[config.mk]
export PLATFORM = sky130hd
export DESIGN_NAME = bw_qos_monitor
export DESIGN_NICKNAME = d
export VERILOG_FILES = /design/src/rtl/bw_mon_pkg.sv /design/src/rtl/mon_window_fsm.sv /design/src/rtl/mon_port_filter.sv /design/src/rtl/mon_sat_cnt.sv /design/src/rtl/bw_qos_monitor.sv
export SDC_FILE = /design/constraint.sdc
export NUM_CORES = 1
export LEC_CHECK = 0
export BUFFER_PORTS_ARGS = -buffer_cell sky130_fd_sc_hd__buf_4
export CAP_MARGIN = 10
export CORE_MARGIN = 1.5
export CORE_UTILIZATION = 48
export DETAILED_ROUTE_END_ITERATION = 10
export GPL_TIMING_DRIVEN = 1
export PLACE_DENSITY = 0.7
export RECOVER_POWER = 50
export SETUP_SLACK_MARGIN = 0.1
export SLEW_MARGIN = 20
export SYNTH_ARGS = -nofsm -noshare
export SYNTH_HDL_FRONTEND = slang
export SYNTH_SLANG_ARGS = --single-unit
[constraint.sdc]
create_clock -name clk_i -period 3 [get_ports clk_i]
set_input_delay 0.3 -clock clk_i [delete_from_list [all_inputs] [get_ports clk_i]]
set_output_delay 0.3 -clock clk_i [all_outputs]
set_load 0.03 [all_outputs]
[src/rtl/bw_mon_pkg.sv]
package bw_mon_pkg;

  typedef enum logic [1:0] {
    ST_IDLE = 2'd0,
    ST_ARM  = 2'd1,
    ST_RUN  = 2'd2
  } mon_state_e;

  localparam int unsigned NUM_CNT = 3;
  localparam int unsigned CNT_REQ = 0;
  localparam int unsigned CNT_GNT = 1;
  localparam int unsigned CNT_SEL = 2;

  function automatic int unsigned idx_w(int unsigned n);
    return (n > 1) ? $clog2(n) : 1;
  endfunction

endpackage

[src/rtl/mon_window_fsm.sv]
module mon_window_fsm
  import bw_mon_pkg::*;
#(
  parameter int unsigned TMR_W = 32
) (
  input  logic             clk_i,
  input  logic             rst_ni,
  input  logic             start_i,
  input  logic             trig_vsync_i,
  input  logic [TMR_W-1:0] timer_len_i,
  input  logic             vsync_i,
  output logic             launch_o,
  output logic             window_o,
  output logic             done_o,
  output logic             busy_o
);

  mon_state_e       state_q, state_d;
  logic [TMR_W-1:0] tmr_q;
  logic             vmode_q;
  logic             vs_q;
  logic             vs_rise;

  assign vs_rise = vsync_i & ~vs_q;

  always_comb begin
    state_d  = state_q;
    launch_o = 1'b0;
    unique case (state_q)
      ST_IDLE: if (start_i) begin
        launch_o = 1'b1;
        state_d  = trig_vsync_i ? ST_ARM : ST_RUN;
      end
      ST_ARM:  if (vs_rise) state_d = ST_RUN;
      ST_RUN:  if (vmode_q ? vs_rise : (tmr_q <= TMR_W'(1))) state_d = ST_IDLE;
      default: state_d = ST_IDLE;
    endcase
  end

  assign window_o = (state_q == ST_RUN);
  assign done_o   = window_o && (state_d == ST_IDLE);
  assign busy_o   = (state_q != ST_IDLE);

  always_ff @(posedge clk_i or negedge rst_ni) begin
    if (!rst_ni) begin
      state_q <= ST_IDLE;
      tmr_q   <= '0;
      vmode_q <= 1'b0;
      vs_q    <= 1'b0;
    end else begin
      state_q <= state_d;
      vs_q    <= vsync_i;
      if (launch_o) begin
        tmr_q   <= timer_len_i;
        vmode_q <= trig_vsync_i;
      end else if (window_o && tmr_q != '0) begin
        tmr_q <= tmr_q - TMR_W'(1);
      end
    end
  end

endmodule

[src/rtl/mon_port_filter.sv]
module mon_port_filter
  import bw_mon_pkg::*;
#(
  parameter  int unsigned NUM_CHAN = 16,
  parameter  int unsigned NUM_PORT = 16,
  localparam int unsigned CSEL_W   = idx_w(NUM_CHAN),
  localparam int unsigned PID_W    = idx_w(NUM_PORT)
) (
  input  logic [CSEL_W-1:0]         chan_sel_i,
  input  logic [NUM_PORT-1:0]       port_mask_i,
  input  logic [NUM_CHAN-1:0]       chan_gnt_i,
  input  logic [NUM_CHAN*PID_W-1:0] chan_port_i,
  output logic                      hit_o
);

  localparam int unsigned MASK_EXT_W = 1 << PID_W;

  logic [MASK_EXT_W-1:0] mask_ext;
  logic [NUM_CHAN-1:0]   hit_vec;

  // unused port IDs map to zero mask bits
  assign mask_ext = MASK_EXT_W'(port_mask_i);

  for (genvar c = 0; c < NUM_CHAN; c++) begin : g_chan
    logic [PID_W-1:0] pid;
    assign pid        = chan_port_i[c*PID_W +: PID_W];
    assign hit_vec[c] = chan_gnt_i[c] && (chan_sel_i == CSEL_W'(c)) && mask_ext[pid];
  end

  assign hit_o = |hit_vec;

endmodule

[src/rtl/mon_sat_cnt.sv]
module mon_sat_cnt #(
  parameter int unsigned CNT_W = 32
) (
  input  logic             clk_i,
  input  logic             rst_ni,
  input  logic             clr_i,
  input  logic             inc_i,
  output logic [CNT_W-1:0] cnt_o
);

  always_ff @(posedge clk_i or negedge rst_ni) begin
    if (!rst_ni)                   cnt_o <= '0;
    else if (clr_i)                cnt_o <= '0;
    else if (inc_i && ~&cnt_o)     cnt_o <= cnt_o + CNT_W'(1);
  end

endmodule

[src/rtl/bw_qos_monitor.sv]
module bw_qos_monitor
  import bw_mon_pkg::*;
#(
  parameter  int unsigned NUM_CHAN = 16,
  parameter  int unsigned NUM_PORT = 16,
  parameter  int unsigned CNT_W    = 32,
  parameter  int unsigned TMR_W    = 32,
  localparam int unsigned CSEL_W   = idx_w(NUM_CHAN),
  localparam int unsigned PID_W    = idx_w(NUM_PORT)
) (
  input  logic                      clk_i,
  input  logic                      rst_ni,
  input  logic                      start_i,
  input  logic                      clear_i,
  input  logic                      trig_vsync_i,
  input  logic [CSEL_W-1:0]         chan_sel_i,
  input  logic [NUM_PORT-1:0]       port_mask_i,
  input  logic [TMR_W-1:0]          timer_len_i,
  input  logic                      vsync_i,
  input  logic [NUM_CHAN-1:0]       chan_req_i,
  input  logic [NUM_CHAN-1:0]       chan_gnt_i,
  input  logic [NUM_CHAN*PID_W-1:0] chan_port_i,
  output logic                      busy_o,
  output logic                      irq_o,
  output logic [CNT_W-1:0]          req_cnt_o,
  output logic [CNT_W-1:0]          grant_cnt_o,
  output logic [CNT_W-1:0]          sel_cnt_o
);

  logic                launch, window, done;
  logic [CSEL_W-1:0]   sel_q;
  logic [NUM_PORT-1:0] mask_q;
  logic                sel_hit;
  logic [NUM_CNT-1:0]  inc;
  logic [CNT_W-1:0]    cnt [NUM_CNT];

  mon_window_fsm #(.TMR_W(TMR_W)) u_fsm (
    .clk_i        (clk_i),
    .rst_ni       (rst_ni),
    .start_i      (start_i),
    .trig_vsync_i (trig_vsync_i),
    .timer_len_i  (timer_len_i),
    .vsync_i      (vsync_i),
    .launch_o     (launch),
    .window_o     (window),
    .done_o       (done),
    .busy_o       (busy_o)
  );

  always_ff @(posedge clk_i or negedge rst_ni) begin
    if (!rst_ni) begin
      sel_q  <= '0;
      mask_q <= '0;
    end else if (launch) begin
      sel_q  <= chan_sel_i;
      mask_q <= port_mask_i;
    end
  end

  mon_port_filter #(.NUM_CHAN(NUM_CHAN), .NUM_PORT(NUM_PORT)) u_filt (
    .chan_sel_i  (sel_q),
    .port_mask_i (mask_q),
    .chan_gnt_i  (chan_gnt_i),
    .chan_port_i (chan_port_i),
    .hit_o       (sel_hit)
  );

  assign inc[CNT_REQ] = window && (|chan_req_i);
  assign inc[CNT_GNT] = window && (|chan_gnt_i);
  assign inc[CNT_SEL] = window && sel_hit;

  for (genvar g = 0; g < NUM_CNT; g++) begin : g_cnt
    mon_sat_cnt #(.CNT_W(CNT_W)) u_cnt (
      .clk_i  (clk_i),
      .rst_ni (rst_ni),
      .clr_i  (launch | clear_i),
      .inc_i  (inc[g]),
      .cnt_o  (cnt[g])
    );
  end

  assign req_cnt_o   = cnt[CNT_REQ];
  assign grant_cnt_o = cnt[CNT_GNT];
  assign sel_cnt_o   = cnt[CNT_SEL];

  // completion wins over a same-cycle clear
  always_ff @(posedge clk_i or negedge rst_ni) begin
    if (!rst_ni)      irq_o <= 1'b0;
    else if (launch)  irq_o <= 1'b0;
    else if (done)    irq_o <= 1'b1;
    else if (clear_i) irq_o <= 1'b0;
  end

endmodule

---- Word-level counts from Yosys, hierarchy flattened ----
Index checks and enable logic that the tools add are counted.
Widths: inputs -> output; s select.
storage, ports and cells
  flip-flop bits (word level) ............. 153
  logic and storage cells ................. 161
operators by class
  add/sub/neg operators ................... 4
  order comparisons ....................... 17
  equal/unequal tests ..................... 17
  multiplexer cells ....................... 51
  bitwise operators ....................... 3
  reductions and logical operators ........ 59
operators by type and width
  cell                   count
  $mux 32                8
  $add 32x1->32 const B  3
  $reduce_and 32->1      3
  $lt 4x5->1 const B     16
  $bmux 1 s4             16
  $reduce_or 16->1       3
  $logic_and 1x1->1      40
  $eq 4x4->1 const B     8
  $le 32x1->1 const B    1
  $reduce_bool 32->1     1
  $sub 32x1->32 const B  1
  $mux 1                 22
  $eq 4x3->1 const B     4
  $reduce_bool 2->1      5
  $eq 4x2->1 const B     2
  $mux 2                 4
  $pmux 2 s3             1
  $eq 4x1->1 const B     1
  $logic_not 2->1        2
  $logic_not 4->1        1
  $logic_not 1->1        3
  $reduce_bool 3->1      1
  $eq 2x1->1 const B     1
  $eq 2x2->1 const B     1
  other kinds (3)        3

---- Logic depth before layout (Yosys ltp) ----
  word-level depth ........................ 9
  depth in mapped cells ................... 11
  depth with buffers taken out ............ 8

---- Hierarchy ----
From an unflattened synthesis, not the netlist that was laid out.
second synthesis, totals
  cells, all modules ...................... 1,128
  area total of the unflattened synthesis .. 11,160.7 µm²
modules (own cells, without submodules)
  module           instances  cells an instance  area an instance (µm²)  seq. area each (µm²)
  mon_sat_cnt      3          190                1,865.5                 800.8
  mon_port_filter  1          234                2,398.6                 0.0
  mon_window_fsm   1          265                2,293.4                 900.9
  bw_qos_monitor   1          59                 872.1                   525.5

---- Worst setup path before layout ----
No wires, ideal clock.
  kind .................................... register -> register
  from .................................... register g_cnt[2].u_cnt.cnt_o[11]
  to ...................................... register g_cnt[2].u_cnt.cnt_o[12]
  setup time .............................. 0.119 ns
  data arrival time ....................... 2.616 ns
  required time ........................... 2.881 ns
  slack ................................... 0.265 ns
  cell stages (with the launch flop) ...... 10
  path buffers ............................ 2
  clock period less this slack ............ 2.735 ns
  path through ............................ dfrtp_1 -> nand4_1 -> or4_1 -> nor2_1 -> and4_1 -> a31o_2 -> clkbuf_1 -> clkbuf_1 -> nor4_1 -> o21a_1
between the ends
  word-level cells in the longest chain between the ends .. 4
  elaborated cells between the ends (all ways) .. 7
  those cells by class .................... add/sub (1); mux (2); reduce/logical (4)
RTL lines
  element                                                                line               RTL
  start, declared                                                        mon_sat_cnt.sv:8   output logic [CNT_W-1:0] cnt_o
  start signal, assigned                                                 mon_sat_cnt.sv:14  else if (inc_i && ~&cnt_o) cnt_o <= cnt_o + CNT_W'(1);
  parallel branches: the longest is 4 deep, another holds $add 32x1->32  --
Several ways; the timed one is not identified. The select of a mux whose other input is x is not followed.
A chain may end at the register's enable or synchronous reset.

---- Worst setup path in the final report ----
  from .................................... register mask_q[1]
  to ...................................... register g_cnt[2].u_cnt.cnt_o[29]
between the ends
  word-level cells in the longest chain between the ends .. 7
  elaborated cells between the ends (all ways) .. 52
  those cells by class .................... mux (32); reduce/logical (20)
RTL lines
  element                               line                   RTL
  start, declared                       bw_qos_monitor.sv:32   logic [NUM_PORT-1:0] mask_q;
  start signal, assigned                bw_qos_monitor.sv:56   mask_q <= port_mask_i;
  $bmux 1 s4                            mon_port_filter.sv:27  assign hit_vec[c] = chan_gnt_i[c] && (chan_sel_i == CSEL_W'(c)) && mask_ext[pid];
  $mux 1 (implied by the code)          mon_port_filter.sv:27
  $logic_and 1x1->1                     mon_port_filter.sv:27
  $reduce_or 16->1 *                    mon_port_filter.sv:30  assign hit_o = |hit_vec;
  $logic_and 1x1->1 *                   bw_qos_monitor.sv:70   assign inc[CNT_SEL] = window && sel_hit;
  $logic_and 1x1->1 *                   mon_sat_cnt.sv:14
  $reduce_bool 2->1 (no source line) *  --
Every way passes the cells marked *; elsewhere a longest branch is shown, timed or not. The select of a mux whose other input is x is not followed.

==> results.py <==
metrics = {
    "outcome": {
        "status": "complete, but fails checks",
        "violations": "capacitance limit, slew limit",
    },
    "floorplan": {
        "die_h_um": 149.6,
        "die_w_um": 149.6,
        "num_io_pins": 252,
        "start_util": 0.4894,
        "design.core.area_mm2": 0.02109,
        "placementRows": 53,
        "dieArea_mm2": 0.02239,
    },
    "critical_path": {
        "critical_path.cell_chain": "buf_2 > mux4_2 > mux2i_1 > o22ai_1 > a211oi_1 > nand4_1 > nor4_4 > buf_4 > clkbuf_16 > nor4_1 > o21a_1",
        "end_kind": "flop",
        "arrival_ns": 3.19,
        "path_buf_inv": 3,
        "cp_slowest_stage_delay_ns": 0.49,
        "startpoint_type": "flop",
        "required_ns": 3.31,
        "critPathTopFamily": "multiplexers",
        "critPathMaxFanout": 27,
        "timing_worst_setup_path_type": "reg2reg",
        "slowest_stage": "dfrtp_2",
    },
    "timing": {
        "post-route-period-util": 0.9591,
        "final_max_slew_viol_count": 71,
        "rsz0062_at_grt": "yes",
        "worst_pin_slew_ns": 1.740,
        "hold_ws_ns": 0.07426,
        "slew_headroom": -0.1603,
        "fmax_ghz": 0.3476,
        "hold_viol": 0,
        "final.setup_skew_ns": 0.01667,
        "finalCriticalPeriod_ns": 2.877,
        "setup_viol": 0,
    },
    "detailed_routing": {
        "viasPerCell": 5.946,
        "vias": 9734,
        "firstDrtPassIters": 7,
        "drtAntennaViolNets": 0,
        "drt_iter0_drc": 768,
        "route.detailed.drc": 0,
        "wl_per_cell_um": 19.22,
        "drt_wl_total_um": 31470,
    },
    "power_and_ir_drop": {
        "p_per_area_mw_per_mm2": 704.8,
        "ir_drop_v": 0.0004462,
        "power.leakage_nw": 5.537,
        "power_mw": 9.454,
    },
    "yosys": {
        "synth_top_area_share": 0.3710,
        "ys.warnings.count": 0,
        "yosys.area_share.adder": 0.007274,
        "synth-main-ff-cell": "dfrtp_1",
        "synthSimpleGateAreaFrac": 0.2479,
        "post-synth-top-area-cell": "dfrtp_1",
        "synthesis.area_mm2": 0.01032,
        "syn-num-nets": 1232,
        "synth_top_family_by_area": "simple AND/OR/NAND/NOR gates",
        "synth_cell_types": 65,
        "synth-seq-area-share": 0.3710,
        "synth_xor_area_frac": 0.07298,
        "synth-seq-cells": 153,
        "synthTopCellsByArea": "dfrtp_1 37%, mux4_2 11%, xor2_1 4.7%",
        "synth.avg_cell_area_um2": 9.628,
        "synthArstFlopShare": 1.000,
        "synth_edf_count": 0,
        "synth_compound_area_frac": 0.08183,
        "syn_inst": 1072,
        "synthMuxAreaShare": 0.1835,
    },
    "cts": {
        "cts_tree": "yes",
        "cts_max_level": 4,
        "cts_inserted_buffers": 17,
        "clk_latency_ns": 0.43,
        "clkTransAtPathRegs_ns": 0.07,
        "root_buffer": "clkbuf_16",
        "clockBufferDepth": 2,
        "cts_sinks": 153,
    },
    "global_routing": {
        "grt_pass1_vias": 9232,
        "grt_max_degree": 71,
        "grtUsageMet2": 0.4260,
        "antenna_found_initial": 0,
        "gr-usage-met3": 0.05366,
        "grtUsageTotal": 0.2743,
        "grt_remaining_overflow": 0,
        "grt_pass1_wl_um": 48270,
        "top_usage_layer": "met2",
        "grt_use_met1": 0.3746,
    },
    "placed_design": {
        "dpl.hpwl_um": 22480,
        "port_buffers": 251,
        "gp_congestion": 0.9656,
        "place_area_mm2": 0.01260,
    },
    "final_layout": {
        "drive_gt1_frac": 0.3216,
        "design_area_mm2": 0.01341,
        "fin_nets": 1511,
        "area_growth_syn_to_layout_pct": 29.97,
        "layout_common_cells": "262 x buf_4, 138 x dfrtp_1, 113 x nand2_1, 98 x nor2_1, 55 x xor2_1",
        "layout_commonest_cell": "buf_4",
        "n_antenna_cell": 0,
    },
    "job": {
        "max-cap-violations": 1,
    },
    "worst_hold_path": {
        "hp-class": "in2reg",
    },
}
## metrics by stage
step / worst slack (ns) / setup TNS (ns) / instances / utilization
6_report: 0.1228 / 0 / 1637 / 0.6361
3_3_place_gp: 0.09307 / 0 / 1575 / 0.5976
3_5_place_dp: 0.07213 / 0 / 1575 / 0.5976
4_1_cts: 0.1028 / 0 / 1607 / 0.6272
2_1_floorplan: 0.2653 / 0 / 1072 / -
5_1_grt: -0.01210 / -0.01210 / 1637 / 0.6361
## power breakdown
part | switching (mW) | internal (mW)
Clock | 0.883 | 1.31
Sequential | 0.650 | 2.47
Combinational | 2.01 | 2.12
## worst min-delay path, delay by kind of cell
kind,cells,cell delay [ns]
AOI/OAI and AO/OA,1,0.06
and+or+nand+nor,1,0.03
buffers and inverters,1,0.07
## final timing paths
kind | slack, ns | start | cells past startpoint | end
setup / recovery | 0.12 | mask_q[1] | 11 | g_cnt[2].u_cnt.cnt_o[29]
max in group asynchronous | 0.51 | rst_ni | 3 | mask_q[0]
setup reg to reg | 0.12 | mask_q[1] | 11 | g_cnt[2].u_cnt.cnt_o[29]
hold reg to reg | 0.48 | u_fsm.state_q[1] | 1 | u_fsm.state_q[0]
hold / removal | 0.07 | timer_len_i[23] | 3 | u_fsm.tmr_q[23]
min in group asynchronous | 0.85 | rst_ni | 2 | g_cnt[0].u_cnt.cnt_o[16]
## registers in the layout (all words and copies together), names as in the netlist
register	count
u_fsm.tmr_q	32
u_fsm.state_q	2
u_fsm.vs_q	1
g_cnt.u_cnt.cnt_o	96
irq_o	1
mask_q	16
u_fsm.vmode_q	1
sel_q	4
## cell type report
cell class,instances,area (um2)
clock buffers,17,425.4
well taps,275,344.1
flip-flops and latches,153,3847
inverters,22,82.58
clock inverters,13,172.7
multi-input cells,834,6241
repair buffers,323,2301
fillers,1811,7674
## synth_stat cells, types with 6 or more instances
master / instances
and3_1: 17
and2_1: 15
a2111oi_0: 6
ha_1: 6
mux2i_1: 34
nor4_1: 35
nand2_1: 113
a21oi_1: 28
inv_1: 22
nand3_1: 52
and4_1: 9
or4_1: 22
a211oi_1: 6
xnor2_1: 31
nor3_1: 27
or3_1: 19
o31ai_1: 16
dfrtp_1: 153
mux4_2: 51
nand2b_1: 7
clkbuf_1: 51
xor2_1: 55
o21ai_0: 39
nor2b_1: 18
nor2_1: 100
mux2_2: 36
nand4_1: 27
## metal layers
layer | wire length (um) | vias up | part of all wire
met3 | 2415 | 71 | 0.077
met5 | 0 | - | 0
met2 | 14840 | 450 | 0.47
met4 | 947 | 0 | 0.030
met1 | 13270 | 4691 | 0.42
li1 | - | 4522 | -
## repair_timing
| item | CTS | global route |
|---|---|---|
| hold buffers | 2 | 0 |
| endpoints found under the setup margin | 5 | 41 |
| hold endpoints to repair | 68 | 0 |
| cloned | 0 | 1 |
| gates resized for setup | 1 | 41 |
| pin swaps | 0 | 5 |
| setup buffers | 0 | 29 |
## cells by family (layout without fill, tap and decap cells)
family                     after synthesis  after routing
and+or+nand+nor                        490            490
DFF                                    153            153
AOI/OAI and AO/OA                      131            131
muxes                                  121            121
xor gates and xnor gates                86             86
buffers and inverters                   85            375
adders and majority gates                6              6
No activity file was read; power rests on OpenSTA's default activity.
